`config.mk`:
```
export PLATFORM = sky130hd
export DESIGN_NAME = sig_round_unit
export DESIGN_NICKNAME = d
export VERILOG_FILES = /design/src/rtl/rnd_pkg.sv /design/src/rtl/rnd_ctrl_reg.sv /design/src/rtl/rnd_tail_extract.sv /design/src/rtl/rnd_round_core.sv /design/src/rtl/sig_round_unit.sv
export SDC_FILE = /design/constraint.sdc
export NUM_CORES = 1
export LEC_CHECK = 0
export BUFFER_PORTS_ARGS = -buffer_cell sky130_fd_sc_hd__buf_2
export CAP_MARGIN = 40
export CORE_MARGIN = 1.5
export CORE_UTILIZATION = 54
export CTS_CLUSTER_DIAMETER = 40
export DETAILED_ROUTE_END_ITERATION = 8
export GPL_ROUTABILITY_DRIVEN = 0
export PLACE_DENSITY = 0.86
export SLEW_MARGIN = 5
export SYNTH_ARGS = -nofsm -noshare
export SYNTH_HDL_FRONTEND = slang
export SYNTH_SLANG_ARGS = --single-unit
```
`constraint.sdc`:
```
create_clock -name clk -period 7.16 [get_ports clk]
set_input_delay 0.716 -clock clk [delete_from_list [all_inputs] [get_ports clk]]
set_output_delay 0.716 -clock clk [all_outputs]
set_load 0.01 [all_outputs]
```
`src/rtl/rnd_pkg.sv`:
```
package rnd_pkg;
  typedef enum logic [1:0] {
    RM_NEAREST = 2'b00,
    RM_DOWN    = 2'b01,
    RM_UP      = 2'b10,
    RM_CHOP    = 2'b11
  } rmode_e;

  typedef enum logic [1:0] {
    PC_SGL  = 2'b00,
    PC_RSV  = 2'b01,
    PC_DBL  = 2'b10,
    PC_EXT  = 2'b11
  } pcode_e;

  localparam int unsigned N_PREC = 3;

  // maps a precision code onto the index of the tail extractor to use
  function automatic int unsigned prec_index(input pcode_e pc);
    case (pc)
      PC_SGL:  return 0;
      PC_DBL:  return 1;
      default: return 2;
    endcase
  endfunction
endpackage

```
`src/rtl/rnd_ctrl_reg.sv`:
```
module rnd_ctrl_reg
  import rnd_pkg::*;
#(
  parameter int unsigned CW_W      = 16,
  parameter int unsigned MASK_W    = 6,
  parameter logic [CW_W-1:0] RESET_VAL = 16'h037F
) (
  input  logic            clk,
  input  logic            rst_n,
  input  logic            wr_en,
  input  logic [CW_W-1:0] wr_data,
  output logic [CW_W-1:0] cw,
  output rmode_e          rmode,
  output pcode_e          pcode,
  output logic [MASK_W-1:0] masks
);
  localparam int unsigned PC_LSB = 8;
  localparam int unsigned RM_LSB = 10;

  logic [CW_W-1:0] cw_r;

  always_ff @(posedge clk) begin
    if (!rst_n)     cw_r <= RESET_VAL;
    else if (wr_en) cw_r <= wr_data;
  end

  assign cw    = cw_r;
  assign rmode = rmode_e'(cw_r[RM_LSB +: 2]);
  assign pcode = pcode_e'(cw_r[PC_LSB +: 2]);
  assign masks = cw_r[MASK_W-1:0];
endmodule

```
`src/rtl/rnd_tail_extract.sv`:
```
module rnd_tail_extract #(
  parameter int unsigned SIG_W = 64,
  parameter int unsigned KEEP  = 24
) (
  input  logic [SIG_W-1:0] sig,
  input  logic             g_in,
  input  logic             r_in,
  input  logic             s_in,
  output logic [SIG_W-1:0] keep_mask,
  output logic [SIG_W-1:0] unit,
  output logic             lsb,
  output logic             guard,
  output logic             sticky
);
  localparam int unsigned DROP = SIG_W - KEEP;

  assign keep_mask = {SIG_W{1'b1}} << DROP;
  assign unit      = {{(SIG_W-1){1'b0}}, 1'b1} << DROP;
  assign lsb       = sig[DROP];

  generate
    if (DROP == 0) begin : g_full
      assign guard  = g_in;
      assign sticky = r_in | s_in;
    end else if (DROP == 1) begin : g_one
      assign guard  = sig[0];
      assign sticky = g_in | r_in | s_in;
    end else begin : g_many
      assign guard  = sig[DROP-1];
      assign sticky = (|sig[DROP-2:0]) | g_in | r_in | s_in;
    end
  endgenerate
endmodule

```
`src/rtl/rnd_round_core.sv`:
```
module rnd_round_core
  import rnd_pkg::*;
#(
  parameter int unsigned SIG_W = 64
) (
  input  logic             sign,
  input  rmode_e           rmode,
  input  logic [SIG_W-1:0] sig,
  input  logic [SIG_W-1:0] keep_mask,
  input  logic [SIG_W-1:0] unit,
  input  logic             lsb,
  input  logic             guard,
  input  logic             sticky,
  output logic [SIG_W-1:0] res,
  output logic             carry,
  output logic             inexact
);
  logic            inc;
  logic [SIG_W:0]  sum;

  always_comb begin
    inexact = guard | sticky;
    unique case (rmode)
      RM_NEAREST: inc = guard & (sticky | lsb);
      RM_DOWN:    inc = inexact & sign;
      RM_UP:      inc = inexact & ~sign;
      default:    inc = 1'b0;
    endcase
    sum   = {1'b0, sig & keep_mask} + (inc ? {1'b0, unit} : {(SIG_W+1){1'b0}});
    carry = sum[SIG_W];
    res   = carry ? {1'b1, {(SIG_W-1){1'b0}}} : sum[SIG_W-1:0];
  end
endmodule

```
`src/rtl/sig_round_unit.sv`:
```
module sig_round_unit
  import rnd_pkg::*;
#(
  parameter int unsigned SIG_W    = 64,
  parameter int unsigned SGL_BITS = 24,
  parameter int unsigned DBL_BITS = 53,
  parameter int unsigned CW_W     = 16,
  parameter int unsigned MASK_W   = 6
) (
  input  logic              clk,
  input  logic              rst_n,
  input  logic              cw_wr_en,
  input  logic [CW_W-1:0]   cw_wr_data,
  output logic [CW_W-1:0]   cw_q,
  output logic [MASK_W-1:0] exc_mask,
  input  logic              in_valid,
  output logic              in_ready,
  input  logic              in_sign,
  input  logic [SIG_W-1:0]  in_sig,
  input  logic              in_guard,
  input  logic              in_round,
  input  logic              in_sticky,
  output logic              out_valid,
  input  logic              out_ready,
  output logic [SIG_W-1:0]  out_sig,
  output logic              out_carry,
  output logic              out_inexact
);
  rmode_e rmode;
  pcode_e pcode;

  rnd_ctrl_reg #(.CW_W(CW_W), .MASK_W(MASK_W)) u_cw (
    .clk(clk), .rst_n(rst_n), .wr_en(cw_wr_en), .wr_data(cw_wr_data),
    .cw(cw_q), .rmode(rmode), .pcode(pcode), .masks(exc_mask)
  );

  logic [SIG_W-1:0] km   [N_PREC];
  logic [SIG_W-1:0] un   [N_PREC];
  logic             lb   [N_PREC];
  logic             gd   [N_PREC];
  logic             sk   [N_PREC];

  generate
    for (genvar i = 0; i < N_PREC; i++) begin : g_prec
      localparam int unsigned KB = (i == 0) ? SGL_BITS : (i == 1) ? DBL_BITS : SIG_W;
      rnd_tail_extract #(.SIG_W(SIG_W), .KEEP(KB)) u_tail (
        .sig(in_sig), .g_in(in_guard), .r_in(in_round), .s_in(in_sticky),
        .keep_mask(km[i]), .unit(un[i]), .lsb(lb[i]), .guard(gd[i]), .sticky(sk[i])
      );
    end
  endgenerate

  int unsigned      sel;
  logic [SIG_W-1:0] res_d;
  logic             carry_d, inexact_d;

  assign sel = prec_index(pcode);

  rnd_round_core #(.SIG_W(SIG_W)) u_core (
    .sign(in_sign), .rmode(rmode), .sig(in_sig),
    .keep_mask(km[sel]), .unit(un[sel]), .lsb(lb[sel]),
    .guard(gd[sel]), .sticky(sk[sel]),
    .res(res_d), .carry(carry_d), .inexact(inexact_d)
  );

  // single output stage, back-pressure passes straight through
  assign in_ready = !out_valid || out_ready;

  always_ff @(posedge clk) begin
    if (!rst_n) begin
      out_valid   <= 1'b0;
      out_sig     <= '0;
      out_carry   <= 1'b0;
      out_inexact <= 1'b0;
    end else if (in_ready) begin
      out_valid <= in_valid;
      if (in_valid) begin
        out_sig     <= res_d;
        out_carry   <= carry_d;
        out_inexact <= inexact_d;
      end
    end
  end
endmodule

```
After elaboration in Yosys (flattened, before gate mapping)
Index checks and enable logic that the tools add are counted.

storage, ports and cells
  register bits after elaboration = 83
  input port bits = 89

operators by class
  add/sub/neg operators = 1
  order comparisons = 1
  equality and inequality tests = 3
  multiplexer cells = 19
  bitwise gates (word level) = 15
  reduce and logical (&&, ||, !) cells = 7

operators by type and width
  kind                 count
  $mux 64              6
  $bmux 64 s2          2
  $add 64x65->65       1
  $and 64x64->64       1
  $reduce_or 39->1     1
  $ge 33x3->1 const B  1
  $not 32->33          1
  $reduce_or 10->1     1
  $or 1x1->1           9
  $bmux 1 s2           3
  $mux 1               6
  $eq 2x2->1 const B   2
  $logic_not 2->1      2
  $pmux 2 s2           1
  $and 1x1->1          3
  $pmux 1 s3           1
  $eq 2x1->1 const B   1
  $reduce_and 2->1     1
  $logic_not 1->1      1
  $logic_or 1x1->1     1
  $not 1->1            1

Depth between registers and ports, before layout
Gate-level depths: netlist of run 1.

  depth in word-level cells = 13
  gate-level depth with buffers = 17
  depth with buffers taken out = 16

Modules after synthesis
From an unflattened synthesis of run 1, not the netlist that was laid out.

unflattened totals
  cell total of the unflattened synthesis = 1985
  area, all modules = 14109.8 um^2

modules (own cells, without submodules)
  module                                times used  cells each  area each (um^2)  seq. area each (um^2)
  sig_round_unit                        1           729         5343.9            1341.3
  rnd_round_core                        1           778         5016.1            0.0
  rnd_tail_extract at g_prec[0].u_tail  1           147         1079.8            0.0
  rnd_tail_extract at g_prec[1].u_tail  1           137         1011.0            0.0
  rnd_tail_extract at g_prec[2].u_tail  1           133         989.7             0.0
  rnd_ctrl_reg                          1           61          669.4             320.3

Worst setup path before layout of run 1
Ideal clock, no wire load.

  path type = input -> register
  from = input port in_sig[12]
  to = register out_sig[53]
  library setup time = 0.057 ns
  arrival time = 3.939 ns
  required time = 7.103 ns
  path slack = 3.163 ns
  cell stages on the path = 14
  buffers on the path = 1
  path through = buf_2 > nor4_1 > nand4_1 > o21ai_0 > a311oi_1 > o22ai_1 > nor3b_1 > ha_1 > nand3_1 > or4_4 > a2111o_1 > or4_1 > nand4_1 > a22o_2

on the way
  longest elaborated chain between the ends = 13
  elaborated cells between the ends (all ways) = 17
  those cells by class = add/sub: 1; mux: 6; bitwise: 9; reduce/logical: 1

RTL lines
  what                                       line                                                              RTL
  start: declaration                         sig_round_unit.sv:19                                              input logic [SIG_W-1:0] in_sig,
  $reduce_or 39->1                           rnd_tail_extract.sv:30                                            assign sticky = (|sig[DROP-2:0]) | g_in | r_in | s_in;
  $or 1x1->1 (3 in a row)                    rnd_tail_extract.sv:30
  $bmux 1 s2                                 sig_round_unit.sv:62                                              .guard(gd[sel]), .sticky(sk[sel]),
  $mux 1 (not written as such) (2 in a row)  sig_round_unit.sv:62
  $or 1x1->1 (on tied branches)              rnd_round_core.sv:22, rnd_round_core.sv:24
  $and 1x1->1 (on tied branches)             rnd_round_core.sv:26, rnd_round_core.sv:24, rnd_round_core.sv:25
  $pmux 1 s3                                 rnd_round_core.sv:23                                              unique case (rmode)
  $mux 64                                    rnd_round_core.sv:29                                              sum = {1'b0, sig & keep_mask} + (inc ? {1'b0, unit} : {(SIG_W+1){1'b0}});
  $add 64x65->65 *                           rnd_round_core.sv:29
  $mux 64 *                                  rnd_round_core.sv:31                                              res = carry ? {1'b1, {(SIG_W-1){1'b0}}} : sum[SIG_W-1:0];
  end signal: assignment                     sig_round_unit.sv:78                                              out_sig <= res_d;
  end: declaration                           sig_round_unit.sv:25                                              output logic [SIG_W-1:0] out_sig,

Mark *: on every way between the ends. The rest lies on a longest branch, timed or not. The select of a mux whose other input is x is not followed.
A chain may end at the register's enable or synchronous reset.

Worst setup path in the final report of run 1
  from = input port in_sig[24]
  to = register out_sig[37]

Same word-level chain as after synthesis.

==> reports/summary.md, run 1 <==
The hold violation total from the final report was 0. The logs give 104.4 uV for the worst IR drop on VDD and 370 ps for the clock latency on the worst-skew pair. For the HPWL reported at the end of detailed placement, the log shows 11600 um. In this run the critical register-to-register path is launched from u_cw.cw[9]$_SDFFE_PN1P_. The count of H-tree levels built during CTS is 3, and the switching part of the total power is 31.08%. Cells with a size suffix above 1 make up 27.16% of the layout. The path with the worst hold slack has its endpoint at out_sig[47]$_SDFFE_PN0P_. By area the synthesized netlist is led by sky130_fd_sc_hd__dfxtp_1 33%, sky130_fd_sc_hd__nand2_1 8.2%, sky130_fd_sc_hd__xnor2_1 6.5%. The first global-routing pass estimated 24030 um of wire.

The number of unique standard cell types used by synthesis is 62, and the power density over cell area is 168.0 nW/um^2. The number of CTS-inserted buffers was 9; the actual slew at the worst max-slew pin was 825.6 ps. In this run the cell area of the synthesized design comes to 4996 um^2.

The combined global-route utilization of all metal layers was 30.11%; the number of cells on the worst hold path was 2. The final count of pins violating max slew was 0; the final routed wire length divided by cell count was 16.95 um. Buffers placed on the I/O ports in this run total 178. The DRC violation count after routing was 0.

The core region is 8848 um^2. The sequential cells in the finished layout cover a total of 1662 um^2. For this run, the top clock speed supported by timing is 211.6 MHz. In the synthesized netlist, the number of instances is 633. The portion of the post-synthesis area used by sequential elements was 33.26%; the fraction of synthesis flops using an asynchronous set or reset pin was 0%.

For the first-pass iteration count of the detailed router, the log shows 7. TritonCTS built the clock tree. The startpoint identified for the worst hold timing path is out_sig[47]$_SDFFE_PN0P_. The logs give 34 for the count of standard-cell rows and 44.59% for the tightest slew margin relative to the limit. The register clock-pin slew on the reported worst setup and hold paths was 90 ps. For this design the total switching power over the nets is 0.3148 mW. Once detail routing completed, the nets flagged for antenna violations numbered 0. For the finished layout, the period the worst path requires is 4726 ps. Of the total power, registers draw 50.4%. In this run, the number of DRC markers left after iteration 0 of detailed routing was 482. For the worst flop-to-flop path, the logic depth is 13. For the initial antenna violation count, the log shows 0. Max-cap violations in this run came to 0. Setup repair after global routing left no endpoint under its margin. For this run, the share of the core covered by cells in the final layout is 68.13%. Largest area contributor in the synthesized netlist: sky130_fd_sc_hd__dfxtp_1.

The final number of setup-violating endpoints came out at 0. Counting along the longest clock path gives a buffer depth of 2. Via count of the first global-routing pass: 5120. For the clock power share, the log shows 29.3%. In this run the count of I/O pins placed on the die edge is 179. After routing, the total negative slack on setup checks comes to 0 ps. The multi-input combinational cells in the finished layout cover a total of 3103 um^2. With fillers left out, the area of the finished cells amounts to 6028 um^2.

The combinational share of power was 20.4%; the number of enable-type register cells in the synthesized netlist was 0. After detailed routing, the total wire length is 15190 um. The ratio of final minimum period to clock period was 66.01%; the largest clock skew in the final design was 12.25 ps. In this run the critical register-to-register path is captured at out_sig[37]$_SDFFE_PN0P_. The routed layout has 5505 vias. The die is 99.19 um tall. The tools report the total grt overflow as 0. Fill cells in the final layout number 746.

STA puts the critical path data arrival time at 5000 ps. In this run the horizontal extent of the chip is 99.19 um. Once placement finished, the instance area stood at 5869 um^2. The initial core utilization came out at 56.46%. The largest fanout of any net on the critical path came out at 14.

The internal power of the cells totals 0.6981 mW. The Yosys step of the flow raised 0 warnings. Dividing the detail-routed via count by the number of cells gives 6.144. The flow ran to the end, and the final reports show no timing, DRC or antenna violations. The synthesized design devotes to its leading area cell type 33.26% of total area. The data required time at the worst endpoint is 7430 ps. CTS placed an instance of sky130_fd_sc_hd__clkbuf_8 at the clock tree root. STA classifies the critical path startpoint as an input port.

Element type at the critical path end: a register. Post-synthesis sequential element count: 83. The logs give 83 for the TritonCTS sink count and 0 for the number of buffers inserted to repair setup after CTS.

Counting every net in the synthesized netlist gives 729. The net count of the finished layout is 880. For this design, the CTS-stage hold fixing added 0 buffers.

In the synthesized netlist the dominant register cell turns out to be sky130_fd_sc_hd__dfxtp_1. In this run the static leakage power is 2.519 nW. The repair_antennas step left the layout with diodes totalling 0. The type of the worst setup path is input port to register.

Entering global routing, the biggest net connects 42 pins. Area growth from synthesis to layout: 20.66%. The post-cts repair resize count was 0; the setup slack of the worst register-to-register path was 2680 ps. In this run the worst hold path is classified as register to register. The post-synthesis average cell area is 7.893 um^2, and the overall die area is 9838 um^2.
## cell usage in the layout (no fill, tap or decap), types with 15 or more instances in the layout
| master | n |
|---|---|
| sky130_fd_sc_hd__buf_2 | 178 |
| sky130_fd_sc_hd__nor4_1 | 19 |
| sky130_fd_sc_hd__xor2_1 | 15 |
| sky130_fd_sc_hd__nor2_1 | 18 |
| sky130_fd_sc_hd__nand3_1 | 37 |
| sky130_fd_sc_hd__dfxtp_1 | 83 |
| sky130_fd_sc_hd__nand4_1 | 27 |
| sky130_fd_sc_hd__xnor2_1 | 37 |
| sky130_fd_sc_hd__o21ai_0 | 59 |
| sky130_fd_sc_hd__mux2i_1 | 16 |
| sky130_fd_sc_hd__nand2_1 | 109 |
## state kept, by name, summed over array words and instances, names as in the netlist
register     count
out_inexact      1
u_cw.cw         16
out_carry        1
out_valid        1
out_sig         64
## power by group through the flow
stage	clock network (mW)	logic, mW	registers (mW)
floorplan	0	0.0969	0.532
global placement	0	0.197	0.519
detailed placement	0	0.203	0.520
CTS	0.297	0.204	0.510
global route	0.315	0.225	0.514
finish	0.297	0.206	0.510
## final cells by class
cell class / count / share of cell area (%)
multi-input cells: 497 / 51.47
repair buffers: 182 / 15.40
flip-flops and latches: 83 / 27.56
well taps: 108 / 2.242
clock inverters: 5 / 0.5189
clock buffers: 10 / 2.117
inverters: 11 / 0.6849
## cell families after synthesis
kind of cell | count (synthesis) | share of synthesized area [%]
flops | 83 | 33.26
mux | 18 | 3.656
fa+ha+maj | 7 | 1.753
xor+xnor | 52 | 9.116
buf+inv | 53 | 4.633
simple gates | 287 | 30.25
compound gates | 133 | 17.33
## critical path: stages
cell and delay (ps):
sky130_fd_sc_hd__buf_2 130, sky130_fd_sc_hd__nor4_1 340, sky130_fd_sc_hd__nand4_1 160, sky130_fd_sc_hd__o21ai_0 400, sky130_fd_sc_hd__a311oi_1 150, sky130_fd_sc_hd__o22ai_1 280, sky130_fd_sc_hd__nor2_1 80, sky130_fd_sc_hd__ha_1 230
sky130_fd_sc_hd__ha_1 240, sky130_fd_sc_hd__nand3_1 140, sky130_fd_sc_hd__nor4_2 90, sky130_fd_sc_hd__o21ai_1 660, sky130_fd_sc_hd__o31a_1 510, sky130_fd_sc_hd__nand4_1 520, sky130_fd_sc_hd__o21ai_0 350
## layer usage
| metal | vias to the layer above | global-route usage, % | routed length [um] |
|---|---|---|---|
| met3 | 76 | 6.254 | 1511 |
| li1 | 2599 | - | - |
| met5 | - | 0 | 0 |
| met2 | 358 | 51.25 | 7072 |
| met4 | 0 | 14.63 | 636 |
| met1 | 2472 | 36.38 | 5968 |
## per-stage QoR
step,power [mW],setup slack [ps],instances,hold WS (ps)
after floorplan,0.6286,3163,633,482.7
after global placement,0.7159,2001,880,428.9
after detailed placement,0.7235,2136,881,439.1
after CTS,1.011,2474,896,456.0
after global routing,1.054,1901,896,471.1
final,1.013,2434,896,455.2
## cell usage after synthesis (all sizes together), types with 8 or more instances
library cell	number
inv	11
o21ai	61
dfxtp	83
and3	9
nor2	18
a21oi	14
nor2b	8
nor4	22
xnor2	37
nand3	38
mux2i	16
nor3	14
buf	12
xor2	15
clkbuf	30
nand2	109
a21boi	12
nand4	29
and2	9
## how the worst max path moves through the flow
stage          slack, ps                        to  depth (start not counted)        from
6_report            2430  out_sig[37]$_SDFFE_PN0P_                         15  in_sig[24]
5_1_grt             1900  out_sig[37]$_SDFFE_PN0P_                         15  in_sig[24]
4_1_cts             2470  out_sig[20]$_SDFFE_PN0P_                         15  in_sig[24]
3_5_place_dp        2140  out_sig[20]$_SDFFE_PN0P_                         15  in_sig[24]
3_3_place_gp        2000  out_sig[18]$_SDFFE_PN0P_                         15  in_sig[24]
2_1_floorplan       3160  out_sig[53]$_SDFFE_PN0P_                         14  in_sig[12]
(Power assumes the default switching activity.)
==> inputs of run 2 (changes only) <==
--- a/config.mk
+++ b/config.mk
@@ -5,14 +5,15 @@
 export SDC_FILE = /design/constraint.sdc
 export NUM_CORES = 1
 export LEC_CHECK = 0
+export ABC_AREA = 1
 export BUFFER_PORTS_ARGS = -buffer_cell sky130_fd_sc_hd__buf_2
 export CAP_MARGIN = 40
 export CORE_MARGIN = 1.5
-export CORE_UTILIZATION = 54
+export CORE_UTILIZATION = 49
 export CTS_CLUSTER_DIAMETER = 40
 export DETAILED_ROUTE_END_ITERATION = 8
 export GPL_ROUTABILITY_DRIVEN = 0
-export PLACE_DENSITY = 0.86
+export PLACE_DENSITY = 0.78
 export SLEW_MARGIN = 5
 export SYNTH_ARGS = -nofsm -noshare
 export SYNTH_HDL_FRONTEND = slang
==> constraint.sdc (replaced) <==
create_clock -name clk -period 4.05 [get_ports clk]
set_input_delay 0.405 -clock clk [delete_from_list [all_inputs] [get_ports clk]]
set_output_delay 0.405 -clock clk [all_outputs]
set_load 0.01 [all_outputs]
==> run 2 against run 1 <==
Critical path depth grew 5. Utilization shrank 8.4 points. Non-clock buffer count grew 8. Critical path type is now register to register. Critical endpoint is now out_sig[63]$_SDFFE_PN0P_. Largest power group unchanged.
==> reports/summary.md, run 2 <==
In this run the tightest slew margin relative to its limit is 41.08%. After the first detailed-routing iteration, the DRC count stood at 789. After detailed routing, no signal wire sits above met4. In the finished design, the share of the clock period the worst path needs comes to 88.13%. The number of enable-type register cells in the synthesized netlist was 0. Counting I/O delays and the setup requirement, the final critical path takes 3569 ps. The tools report the standby leakage power as 3.797 nW. The tools report the final number of setup-violating endpoints as 0. The register clock-pin slew on the reported worst setup and hold paths was 70 ps; the number of warnings reported in the yosys synthesis log was 0. The count of nets left with antenna violations once routing finished came out at 0. Cells fill 59.76% of the core in the end. The die is 119.3 um tall. The routed layout has 8157 vias. Detailed placement finished with a half-perimeter wire length of 18120 um. The clock latency on the worst-skew pair is 360 ps, and the fraction of synthesized cell area taken by the top area cell type is 25.06%. Setup repair after global routing left no endpoint under its margin. The logs give 9 for the number of CTS-inserted buffers and 3860 ps for the worst endpoint data arrival time. The area growth from synthesis to layout is 19.36%. The worst setup path is of the register to register kind. After the flow finishes, the layout carries non-filler instances totaling 1465. The tools report the TritonCTS sink count as 83.

Summing internal, switching and leakage power gives 2.228 mW. The run gives 38 as the number of unique standard cell types used by synthesis. The tool flagged a number of max-cap violations equal to 0. On the final layout, the worst clock skew is 7.098 ps. The tools report the via count of the first global-routing pass as 7540. For the final count of pins violating max slew, the log shows 0. The run gives 1380 as the final layout net count. The floorplan step set the die width to 119.3 um. The mean number of vias per cell works out to 5.568. The number of placed instances, taps included, is 1446. For this design, the CTS-stage hold fixing added 0 buffers. In the synthesized netlist, the number of instances is 1127. The fraction of synthesis flops using an asynchronous set or reset pin works out to 0%. In the detailed route, the total length drawn on met3 is 2358 um. By count the netlist is led by 332 x sky130_fd_sc_hd__nand2_1, 147 x sky130_fd_sc_hd__nor2_1, 126 x sky130_fd_sc_hd__inv_1.

Primary flip-flop cell chosen by synthesis mapping: sky130_fd_sc_hd__dfxtp_1. In the routed design, unresolved DRC markers number 0. The logs give 348.3 ps for the worst-case setup slack after placement and 3 for the count of H-tree levels built during CTS. Ranked by total cell area, the synthesized netlist is headed by sky130_fd_sc_hd__dfxtp_1 25%, sky130_fd_sc_hd__nand2_1 19%, sky130_fd_sc_hd__nor2_1 8.3%. Yosys instantiated no cell more often than sky130_fd_sc_hd__nand2_1. Global routing consumed, over all layers together, 32.19% of the routing resources.

The core region area was 13240 um^2. Counting flops per register, the top entry is out_sig. The logs give 480.7 ps for the final worst-path setup slack and 4340 ps for the data required time at the worst endpoint. For the overall routed net length, the log shows 22740 um. The logs give 1223 for the number of nets in the synthesized netlist and 14240 um^2 for the overall die area. TritonCTS built the clock tree.

Setup slack on the worst reg-to-reg path comes out at 480 ps. The register with the most flip-flops in the layout has 64 of them. The flow ran to the end, and the final reports show no timing, DRC or antenna violations.

The quantity of I/O buffers inserted on ports came out at 178. The top cell types in the final layout, fill and taps aside, are 331 x sky130_fd_sc_hd__nand2_1, 178 x sky130_fd_sc_hd__buf_2, 147 x sky130_fd_sc_hd__nor2_1. The kind of path behind the tightest hold check is input port to register. For the pin with the worst max-slew slack, the measured transition is 883.8 ps.

The run gives 7914 um^2 as the final instance area. The number of cells on the worst hold path is 3, and the first-pass GRT wire length is 36580 um. Counting flops and latches in the post-synthesis netlist gives 83. The worst setup path is launched from a register. Timing would allow up to 280.2 MHz.

Fill cells in the final layout number 1360. The hold violation total from the final report is 0. The element type at the critical path end was a register. Dividing the detail-routed wire length by the instance count gives 15.52 um. Commonest non-fill, non-tap cell in the layout: sky130_fd_sc_hd__nand2_1. The wire length on met2 is 10070 um.

The root buffer cell is sky130_fd_sc_hd__clkbuf_16. Of all nets on the critical path, the largest fanout is 7. The number of antenna diodes in the final layout is 0.

Global routing finished with a remaining overflow of 0. After routing, the total negative slack on setup checks comes to 0 ps. The run gives 253.7 ps as the worst hold slack across all endpoints. The run gives 213.4 uV as the worst IR drop on VDD. 179 I/O pins were placed.

The post-placement cell area was 7577 um^2. The floorplan has 42 rows. For this design the ratio of total power to cell area is 281.5 nW/um^2. The post-synthesis average cell area was 5.883 um^2; the fraction of layout cells with a size suffix above 1 was 22.03%. After synthesis the cells add up to 6630 um^2. Summed over all instances, the cell type with the most area after synthesis is sky130_fd_sc_hd__dfxtp_1.

Measured in cells, the most critical reg-to-reg path has a length of 20. The tools report the initial antenna violation count as 0. The logs give 9074 um for the wire length on met1 and 25.06% for the portion of the post-synthesis area used by sequential elements. The maximum number of pins on one net before global-route repair was 66. The logs give 6 for the first-pass iteration count of the detailed router and 2 for the maximum number of buffers from clock root to sink. The initial utilization of the core area, before any placement, comes to 50.07%.
[run 2: logic make-up (layout without fill, tap and decap cells)]
kind of cell / count (synthesis) / in the layout / share of synthesized area [%]
AOI/OAI and AO/OA: 103 / 103 / 8.077
xor gates and xnor gates: 13 / 13 / 1.717
and+or+nand+nor: 746 / 746 / 52.46
buffers and inverters: 175 / 337 / 11.36
adders and majority gates: 7 / 7 / 1.321
DFF: 83 / 83 / 25.06
[run 2: area by class of cell]
cell class              instances  area [um^2]  area share (%)
clock inverters                 6        72.57          0.9170
well taps                     176        220.2           2.783
inverters                     131        494.2           6.245
clock buffers                  10        229.0           2.893
multi-input cells             869         4218           53.30
repair buffers                190         1018           12.87
flip-flops and latches         83         1662           21.00
[run 2: layer usage]
layer	global-route usage, %	vias to the layer above
li1	-	3959
met5	0	-
met1	40.21	3625
met2	50.54	462
met3	7.950	111
met4	18.38	0
[run 2: path summary, 6_finish.rpt]
check,end,startpoint
setup / recovery,out_sig[63]$_SDFFE_PN0P_,u_cw.cw[8]$_SDFFE_PN1P_
hold / removal,u_cw.cw[6]$_SDFFE_PN1P_,cw_wr_data[6]
setup reg to reg,out_sig[63]$_SDFFE_PN0P_,u_cw.cw[8]$_SDFFE_PN1P_
hold reg to reg,out_sig[39]$_SDFFE_PN0P_,out_sig[39]$_SDFFE_PN0P_
[run 2: repair_timing]
action,in CTS,in global routing
buffers inserted,0,3
endpoints found under the setup margin,0,3
resized for setup,0,0
[run 2: power breakdown]
part,internal (mW),switching [mW]
clock,0.485,0.361
combinational,0.174,0.309
sequential,0.869,0.0292
[run 2: worst max-delay path, cell delays in order (launching register included)]
cell and delay [ps]:
sky130_fd_sc_hd__dfxtp_1 490, sky130_fd_sc_hd__inv_4 120, sky130_fd_sc_hd__nand2_1 130, sky130_fd_sc_hd__nor2_1 60, sky130_fd_sc_hd__a221oi_1 340, sky130_fd_sc_hd__nand3_1 170, sky130_fd_sc_hd__nand3_1 100, sky130_fd_sc_hd__nand2_1 50
sky130_fd_sc_hd__nand2_1 100, sky130_fd_sc_hd__nor2_1 50, sky130_fd_sc_hd__ha_1 350, sky130_fd_sc_hd__nand3_1 130, sky130_fd_sc_hd__nor2_1 170, sky130_fd_sc_hd__nand2_1 140, sky130_fd_sc_hd__o21ai_2 440, sky130_fd_sc_hd__nand4_1 250
sky130_fd_sc_hd__nand2_1 120, sky130_fd_sc_hd__nand3_1 100, sky130_fd_sc_hd__nand2_1 80, sky130_fd_sc_hd__nor2_1 50, sky130_fd_sc_hd__nor2_1 70
==> inputs of run 3 (changes only) <==
--- a/config.mk
+++ b/config.mk
@@ -8,12 +8,16 @@
 export ABC_AREA = 1
 export BUFFER_PORTS_ARGS = -buffer_cell sky130_fd_sc_hd__buf_2
 export CAP_MARGIN = 40
+export CELL_PAD_IN_SITES_DETAIL_PLACEMENT = 0
+export CELL_PAD_IN_SITES_GLOBAL_PLACEMENT = 1
 export CORE_MARGIN = 1.5
-export CORE_UTILIZATION = 49
+export CORE_UTILIZATION = 33
 export CTS_CLUSTER_DIAMETER = 40
 export DETAILED_ROUTE_END_ITERATION = 8
 export GPL_ROUTABILITY_DRIVEN = 0
-export PLACE_DENSITY = 0.78
+export MAX_ROUTING_LAYER = met4
+export PLACE_DENSITY_LB_ADDON = 0.1
+export RECOVER_POWER = 25
 export SLEW_MARGIN = 5
 export SYNTH_ARGS = -nofsm -noshare
 export SYNTH_HDL_FRONTEND = slang
==> run 3 against run 2 <==
Critical path type unchanged. First-iteration DRC count down 9.0%. Power up 0.57%. Highest routed layer unchanged. Sequential share of layout area down 0.86 points. Global-route usage down 4.2 points. Clock skew up 0.72 ps. Largest power group unchanged. Largest cell class unchanged. Combinational power up 8.9%.
==> reports/summary.md, run 3 (synthesized netlist as in run 2, its figures left out) <==
The flip-flop count of the largest register, all copies and words added is 64. The flow ran to the end, and the final reports show no timing, DRC or antenna violations. Setup repair after global routing left no endpoint under its margin. The die covers 20950 um^2. The repair_antennas step left the layout with diodes totalling 0. The summed negative setup slack over all endpoints is 0 ps, and the quantity of I/O buffers inserted on ports is 178. The core region is 19590 um^2.

Ranked by flip-flop count, first place goes to out_sig. The post-route netlist has 22.18% of its cells at a drive strength greater than 1. The initial antenna violation count was 0; the worst IR drop on VDD was 176.6 uV. The largest single stage delay on the critical path is 470 ps. For the largest clock skew in the final design, the log shows 7.823 ps. By startpoint and endpoint, the worst setup path is classified as register to register.

In this run the cell area measured after placement is 8014 um^2. The via count of the first global-routing pass was 7565. Counting buffers and inverters, the worst setup path is 21 cells deep. TritonCTS built the clock tree. The area growth from synthesis to layout was 24.48%; the post-cts repair resize count was 0. The ratio of final minimum period to clock period is 87.15%, and the fmax is 283.3 MHz. The final count of pins violating max slew was 0.

The tools report the element type at the critical path end as a register. The tightest slew margin relative to the limit is 45.56%, and the total number of vias is 8018. The tools report the data required time at the worst endpoint as 4340 ps. For the TritonCTS sink count, the log shows 83.

The largest fanout of any net on the critical path is 6, and the number of CTS-inserted buffers is 9. The final number of setup-violating endpoints came out at 0. The actual slew at the worst max-slew pin came out at 810.3 ps. The number of cells on the worst reg-to-reg path is 21.

Number of cells on the worst hold path: 3. In this run, post-CTS hold repair placed 0 buffers. The tools report the root buffer cell as sky130_fd_sc_hd__clkbuf_16.

Summed over all cells, the static leakage comes to 3.862 nW. The kind of path behind the tightest hold check is input port to register. Hold timing on the final database bottoms out at a slack of 254.0 ps. STA classifies the critical path startpoint as a register. Once the floorplan was initialized, standard cells occupied 33.84% of the core. After the first detailed-routing iteration, the DRC count stood at 718.

Entering global routing, the biggest net connects 66 pins. Together, buffers and inverters on the worst path number 2. From left edge to right edge, the die measures 144.7 um. The library cell used most frequently in the layout, excluding fill and tap cells, is sky130_fd_sc_hd__nand2_1. The first global-routing pass estimated 42390 um of wire.

For this run, the detailed router's first-pass iteration total came to 5. Counting the fill cells in the layout gives 2274. The hold violation total from the final report was 0. After floorplanning, the core was divided into 51 placement rows. Summed over all layers, the routed wires come to 28040 um.

Mean number of vias per cell: 5.027. The tools report the final layout net count as 1421. The register clock-pin slew on the reported worst setup and hold paths was 70 ps; the number of buffers inserted to repair setup after CTS was 0. The worst path in the final design needs a cycle of 3530 ps, including I/O delays and setup. In the routed design, unresolved DRC markers number 0. The height of the die was 144.7 um; the final routed wire length divided by cell count was 17.58 um.

Once detailed placement completed, the half-perimeter wirelength came to 22660 um. In this run the remaining antenna-violating nets after routing total 0. The master of the slowest instance on the critical path was sky130_fd_sc_hd__o21ai_2. In the global route stage, overall resource usage came out at 28.01%. The total power after layout is 2.241 mW. The worst endpoint data arrival time is 3820 ps.

The run gives 0 as the number of maximum-capacitance violations. The signal on the critical path passes through inv_4, nand2_1, nor2_1, a221oi_1, nand3_1, nand3_1, nand2_1, nand2_1, nor2_1, ha_1, buf_4, nand3_1, nor2_1, nand2_1, o21ai_2, nand4_1, nand2_1, nand3_1, nand2_1, nor2_1, nor2_1. The final instance area was 8253 um^2; the power density over cell area was 271.5 nW/um^2.

In the layout the commonest cells are 331 x sky130_fd_sc_hd__nand2_1, 148 x sky130_fd_sc_hd__buf_2, 147 x sky130_fd_sc_hd__nor2_1. No sink is reached through more buffers than the 2 on the longest clock path. In this design, the critical path's most frequently occurring cell is sky130_fd_sc_hd__nand2_1. For the total grt overflow, the log shows 0. The clock latency on the worst-skew pair came out at 350 ps. Among cell families on the critical path, the largest total delay comes from simple AND/OR/NAND/NOR gates. The H-tree generated during clock tree synthesis spans 3 levels.

The tools report the I/O pin count as 179.
[run 3: path summary, 6_finish.rpt]
kind | start | end | slack, ps
worst max-delay path | u_cw.cw[8]$_SDFFE_PN1P_ | out_sig[63]$_SDFFE_PN0P_ | 520
worst min-delay path | cw_wr_data[4] | u_cw.cw[4]$_SDFFE_PN1P_ | 250
worst max register to register | u_cw.cw[8]$_SDFFE_PN1P_ | out_sig[63]$_SDFFE_PN0P_ | 520
worst min register to register | out_sig[30]$_SDFFE_PN0P_ | out_sig[30]$_SDFFE_PN0P_ | 460
[run 3: cell type report]
cell class	count	area [um^2]	share of cell area (%)
Multi-Input combinational cell	869	4218	51.11
Sequential cell	83	1662	20.13
Timing Repair Buffer	231	1271	15.40
Inverter	131	494.2	5.988
Tap cell	265	331.6	4.018
Clock buffer	10	229.0	2.774
Clock inverter	6	47.55	0.5761
[run 3: per-layer routing]
metal	wire [um]	part of all wire, %	vias to the layer above	global-route usage [%]
met5	0	0	-	-
met4	745	2.7	0	9.197
met3	1865	6.7	36	4.113
met2	13110	47	328	45.66
met1	12320	44	3626	35.53
li1	-	-	4028	-
[run 3: tightest hold or removal path, cell delays in order]
cell and delay (ps):
sky130_fd_sc_hd__buf_2 70, sky130_fd_sc_hd__nand2_1 40, sky130_fd_sc_hd__nand3_1 60
[run 3: per-stage QoR]
step	util, %	setup slack (ps)	cells
after floorplan	-	862.2	1127
after global placement	40.77	52.73	1578
after detailed placement	40.91	326.1	1579
after CTS	42.32	632.3	1595
after global routing	42.13	346.7	1595
final	42.13	520.4	1595
[run 3: report_power, final]
group	internal (mW)	switching (mW)
Sequential	0.869	0.0291
Clock	0.423	0.392
Combinational	0.193	0.335
